===== src/rtl/prng_xs_pkg.sv =====
package prng_xs_pkg;
  typedef enum logic [1:0] {
    OP_IDLE = 2'd0,
    OP_STEP = 2'd1,
    OP_LOAD = 2'd2
  } prng_op_e;
endpackage


===== src/rtl/prng_rst_sync.sv =====
module prng_rst_sync (
  input  logic clk,
  input  logic rst_n,
  output logic rst_sync_n
);
  logic [1:0] sync_q;

  always_ff @(posedge clk or negedge rst_n) begin
    if (!rst_n) sync_q <= 2'b00;
    else        sync_q <= {sync_q[0], 1'b1};
  end

  assign rst_sync_n = sync_q[1];
endmodule


===== src/rtl/prng_xs_core.sv =====
module prng_xs_core
  import prng_xs_pkg::*;
#(
  parameter int W    = 32,
  parameter int SH_A = 13,
  parameter int SH_B = 17,
  parameter int SH_C = 5
) (
  input  logic         clk,
  input  logic         rst_ni,
  input  prng_op_e     op_i,
  input  logic [W-1:0] seed_i,
  output logic [W-1:0] state_o,
  output logic [W-1:0] post_o
);
  localparam logic [W-1:0] ONE = W'(1);

  logic [W-1:0] state_q, state_d;
  logic [W-1:0] s1, s2, s3;

  // xorshift step on the current state
  always_comb begin
    s1 = state_q ^ (state_q << SH_A);
    s2 = s1 ^ (s1 >> SH_B);
    s3 = s2 ^ (s2 << SH_C);
  end

  always_comb begin
    state_d = state_q;
    case (op_i)
      OP_STEP: state_d = s3;
      OP_LOAD: state_d = (seed_i == '0) ? ONE : seed_i;
      default: state_d = state_q;
    endcase
  end

  always_ff @(posedge clk or negedge rst_ni) begin
    if (!rst_ni) state_q <= ONE;
    else         state_q <= state_d;
  end

  assign state_o = state_q;
  assign post_o  = s3;


  zero_seed_chk: assert property (@(posedge clk) disable iff (!rst_ni)
    (op_i == OP_LOAD && seed_i == '0) |=> (state_q == ONE));

  state_nz_chk: assert property (@(posedge clk) disable iff (!rst_ni)
    state_q != '0);

  idle_hold_chk: assert property (@(posedge clk) disable iff (!rst_ni)
    (op_i == OP_IDLE) |=> $stable(state_q));
endmodule


===== src/rtl/prng_mix_out.sv =====
module prng_mix_out #(
  parameter int W     = 32,
  parameter int ROT_A = 18,
  parameter int ROT_B = 7,
  parameter int ROT_C = 11
) (
  input  logic         clk,
  input  logic         rst_ni,
  input  logic         step_i,
  input  logic [W-1:0] pre_i,
  input  logic [W-1:0] post_i,
  output logic [W-1:0] word_o,
  output logic         vld_o
);
  logic [W-1:0] t1, t2, mix_d;
  logic [W-1:0] word_q;
  logic         vld_q;

  always_comb begin
    t1    = pre_i + ((pre_i << ROT_A) | (pre_i >> (W - ROT_A)));
    t2    = t1 + (((t1 << ROT_B) | (t1 >> (W - ROT_B))) ^
                  ((t1 << ROT_C) | (t1 >> (W - ROT_C))));
    mix_d = t2 ^ post_i;
  end

  always_ff @(posedge clk or negedge rst_ni) begin
    if (!rst_ni) begin
      word_q <= '0;
      vld_q  <= 1'b0;
    end else begin
      vld_q <= step_i;
      if (step_i) word_q <= mix_d;
    end
  end

  assign word_o = word_q;
  assign vld_o  = vld_q;


  step_vld_chk: assert property (@(posedge clk) disable iff (!rst_ni)
    step_i |=> vld_o);

  word_hold_chk: assert property (@(posedge clk) disable iff (!rst_ni)
    !step_i |=> ($stable(word_o) && !vld_o));
endmodule


===== src/rtl/prng_xs_hashed.sv =====
module prng_xs_hashed
  import prng_xs_pkg::*;
#(
  parameter int W     = 32,
  parameter int SH_A  = 13,
  parameter int SH_B  = 17,
  parameter int SH_C  = 5,
  parameter int ROT_A = 18,
  parameter int ROT_B = 7,
  parameter int ROT_C = 11
) (
  input  logic         clk,
  input  logic         rst_n,
  input  logic         step_en,
  input  logic         seed_wr,
  input  logic [W-1:0] seed_val,
  output logic [W-1:0] rnd_o,
  output logic         rnd_vld
);
  logic         rst_sn;
  prng_op_e     op;
  logic [W-1:0] pre_s, post_s;

  prng_rst_sync u_rst (.clk(clk), .rst_n(rst_n), .rst_sync_n(rst_sn));

  // load has priority over step
  always_comb begin
    if (seed_wr)      op = OP_LOAD;
    else if (step_en) op = OP_STEP;
    else              op = OP_IDLE;
  end

  prng_xs_core #(.W(W), .SH_A(SH_A), .SH_B(SH_B), .SH_C(SH_C)) u_core (
    .clk(clk), .rst_ni(rst_sn), .op_i(op), .seed_i(seed_val),
    .state_o(pre_s), .post_o(post_s)
  );

  prng_mix_out #(.W(W), .ROT_A(ROT_A), .ROT_B(ROT_B), .ROT_C(ROT_C)) u_mix (
    .clk(clk), .rst_ni(rst_sn), .step_i(op == OP_STEP),
    .pre_i(pre_s), .post_i(post_s), .word_o(rnd_o), .vld_o(rnd_vld)
  );


  load_wins_chk: assert property (@(posedge clk) disable iff (!rst_sn)
    (seed_wr && step_en) |=> (!rnd_vld && $stable(rnd_o)));
endmodule


===== config.mk =====
export PLATFORM = sky130hd
export DESIGN_NAME = prng_xs_hashed
export DESIGN_NICKNAME = d
export VERILOG_FILES = /design/src/rtl/prng_xs_pkg.sv /design/src/rtl/prng_rst_sync.sv /design/src/rtl/prng_xs_core.sv /design/src/rtl/prng_mix_out.sv /design/src/rtl/prng_xs_hashed.sv
export SDC_FILE = /design/constraint.sdc
export NUM_CORES = 1
export LEC_CHECK = 0
export BUFFER_PORTS_ARGS = -buffer_cell sky130_fd_sc_hd__buf_2
export CAP_MARGIN = 10
export CORE_ASPECT_RATIO = 0.9
export CORE_MARGIN = 3
export CORE_UTILIZATION = 25
export DETAILED_ROUTE_END_ITERATION = 12
export GPL_TIMING_DRIVEN = 0
export PLACE_DENSITY_LB_ADDON = 0.3
export RECOVER_POWER = 25
export SYNTH_ARGS = -nofsm -noshare
export SYNTH_HDL_FRONTEND = slang
export SYNTH_SLANG_ARGS = --single-unit

===== constraint.sdc =====
create_clock -name clk -period 1.9 [get_ports clk]
set_clock_uncertainty 0.1 [all_clocks]
set_input_delay 0.19 -clock clk [delete_from_list [all_inputs] [get_ports clk]]
set_output_delay 0.19 -clock clk [all_outputs]
set_load 0.02 [all_outputs]

==> results.ini <==
[outcome]
run_status=finished, violations left
violations=negative setup slack

[sta]
grt_setup_unrepaired=true
setup_viol_count_final=48
worst_slack_ns=-3.59
max_slew_margin_pct=1.27
final.min_clock_period_ns=5.49
finalCritPeriodShare_pct=289
hold_violations=0
tightest_slew_ns=1.48
drv_slew=0
timing.fmax_mhz=182
hold_slack_ns=0.0178

[final_layout]
nNetsFinal=1176
syn_to_final_growth_pct=56.7
final_layout_size_suffix_gt1_share_pct=36.4
fin_cells=1441
utilization_pct=40.1
diodes=0
fillCellCount=2665

[yosys]
syn_area_per_cell_um2=8.50
synth-async-reset-ratio_pct=100
synth_most_common_cell=xnor2_1
syn_nets=950
yosys.area.top_type_share_pct=22.9
synth_area_um2=7220
ys_top_cells_by_count=133 x xnor2_1, 108 x nand2_1, 93 x xor2_1, 80 x o21ai_0, 66 x dfrtp_1
synth_cell_types=70
yosysTopAreaCell=dfrtp_1
ys_seq_area_share_pct=23.2
synthCells=850
synth_flop_cell=dfrtp_1
ys_top_cells_by_area=dfrtp_1 23%, xnor2_1 16%, xor2_1 11%
synth-edff-count=0
ys_ff_latch=67
yosys_warnings=0

[min_path]
hold_class=input pin to flip-flop
whs_path_depth=3

[floorplanning]
num_io_pins=69
row_count=58
start_util_pct=25.6
dieArea_um2=31000
die_h_um=167
die_w_um=185
core-area_um2=28200

[worst_setup_path]
slowest_delay_ns=0.46
critPathBufInv=2
end_kind=flip-flop
critPathKind=flip-flop to flip-flop
cpLargestDelayFamily=compound AO/OA/AOI/OAI gates
cp_slowest_cell=dfrtp_2
cp_data_arrival_time_ns=5.61
start_kind=flip-flop
crit_cells=24
r2r_cells=24
path_cells=ha_4, fa_2, a21oi_2, o211ai_1, o21a_2, o21a_4, a41o_1, a21o_1, buf_6, a21oi_4, xnor2_4, xor2_2, inv_1, fa_2, nand3b_1, nand3_2, a31oi_4, o211ai_1, o211ai_1, o21ai_2, a221oi_4, o31ai_2, xnor2_1, o21ai_1
worst_ep_required_time_ns=2.02
path_common_cell=o211ai_1
path_max_fanout=4

[routing]
route.detailed.drc=0
routed_wl_um=29500
wl_per_cell_um=20.5
ant_nets=0
drtPass1Iterations=5
num_vias=7302
drt_iter0_drc=663
via_per_inst=5.07

[global_route]
grtUsageMet1_pct=26.5
overflow=0
gr-usage-all-layers_pct=17.8
grt_use_met2_pct=25.6
use_met3_pct=4.13
grt_max_degree=66
antenna_found_initial=0
first_global_vias=6977
grt_pass1_wl_um=41900
busiest_layer=met1

[clock_network]
htree_levels=3
cts_root_buf=clkbuf_16
cts_buffers=9
tritoncts=yes
clkTransAtPathRegs_ns=0.06
cts.sinks=67
cts_max_path_buffers=2
clkLatencyLatePin_ns=0.36

[placement]
globalplace.congestion=0.994
placed_cells=1277
hpwl_um=20800
io_buffers=67

[run]
maxCapViolations=0

-- sequential cells by signal (all words and copies together) (netlist names) --
| register | flops |
|---|---|
| u_core.state_o | 32 |
| u_rst.sync_q | 2 |
| u_mix.vld_o | 1 |
| u_mix.word_o | 32 |
-- metrics by stage --
stage	setup TNS, ns	area (um^2)	setup WS (ns)
after global placement	-116.30	8180	-4.06
after floorplan	-76.76	7400	-2.95
final	-98.95	11300	-3.59
after detailed placement	-115.90	8190	-4.06
after global routing	-110.30	11300	-3.74
after CTS	-94.92	10200	-3.48
-- tightest hold or removal path, stage by stage --
cell     delay (ns)
buf_2          0.10
nand2_1        0.07
o21ai_1        0.07
-- routing by layer --
metal	vias to the layer above	share of wire, %
li1	3443	-
met1	3537	48
met2	271	43
met3	51	6.6
met4	0	2.4
met5	-	0
-- cell families (layout without fill, tap and decap cells) --
logic type,Yosys count,count (layout),synth area share (%)
AOI/OAI and AO/OA,245,245,21.9
xor gates and xnor gates,227,227,27.6
adders and majority gates,64,64,11.3
buffers and inverters,40,271,2.41
DFF,67,67,23.2
muxes,5,5,0.762
other,1,1,0.0519
and+or+nand+nor,201,201,12.7
-- cells in the final DEF, fill, tap and decap left out, drive strengths merged, types with 10 or more instances in the layout --
cell type	synthesis	layout
buf	6	173
xnor2	134	134
nand2	109	109
xor2	93	93
o21ai	85	85
dfrtp	66	66
ha	62	62
a21oi	53	53
clkbuf	19	52
a21o	32	32
nor2	29	29
dlygate4sd3	0	26
inv	15	15
nand3	11	11
nor4	10	10
-- path summary, 6_finish.rpt --
check | end | slack, ns | start
worst max-delay path | u_mix.word_o[30]$_DFFE_PN0P_ | -3.59 | u_core.state_o[14]$_DFFE_PN0P_
worst min-delay path | u_core.state_o[6]$_DFFE_PN0P_ | 0.02 | seed_val[6]
worst max register to register | u_mix.word_o[30]$_DFFE_PN0P_ | -3.59 | u_core.state_o[14]$_DFFE_PN0P_
worst min register to register | u_rst.sync_q[1]$_DFF_PN0_ | 0.25 | u_rst.sync_q[0]$_DFF_PN0_
max in group asynchronous | u_core.state_o[8]$_DFFE_PN0P_ | 0.08 | u_rst.sync_q[1]$_DFF_PN0_
min in group asynchronous | u_rst.sync_q[0]$_DFF_PN0_ | 0.05 | rst_n
-- timing repair --
item	4_1_cts	5_1_grt
pin swaps	76	68
setup buffers	66	57
setup endpoints to repair	62	51
hold buffers	26	0
resized for setup	151	137
hold endpoints to repair	27	0
-- layout make-up --
| type | instances | area (um^2) | area share, % |
|---|---|---|---|
| inverters | 15 | 56.3 | 0.497 |
| clock inverters | 5 | 61.3 | 0.542 |
| multi-input cells | 743 | 6930 | 61.2 |
| clock buffers | 11 | 253 | 2.23 |
| plain buffers | 25 | 173 | 1.53 |
| well taps | 360 | 450 | 3.98 |
| repair buffers | 215 | 1680 | 14.8 |
| flip-flops and latches | 67 | 1720 | 15.2 |
Power is not shown: default switching activity piles up to over one toggle a cycle in this logic, so the estimate is an artifact.
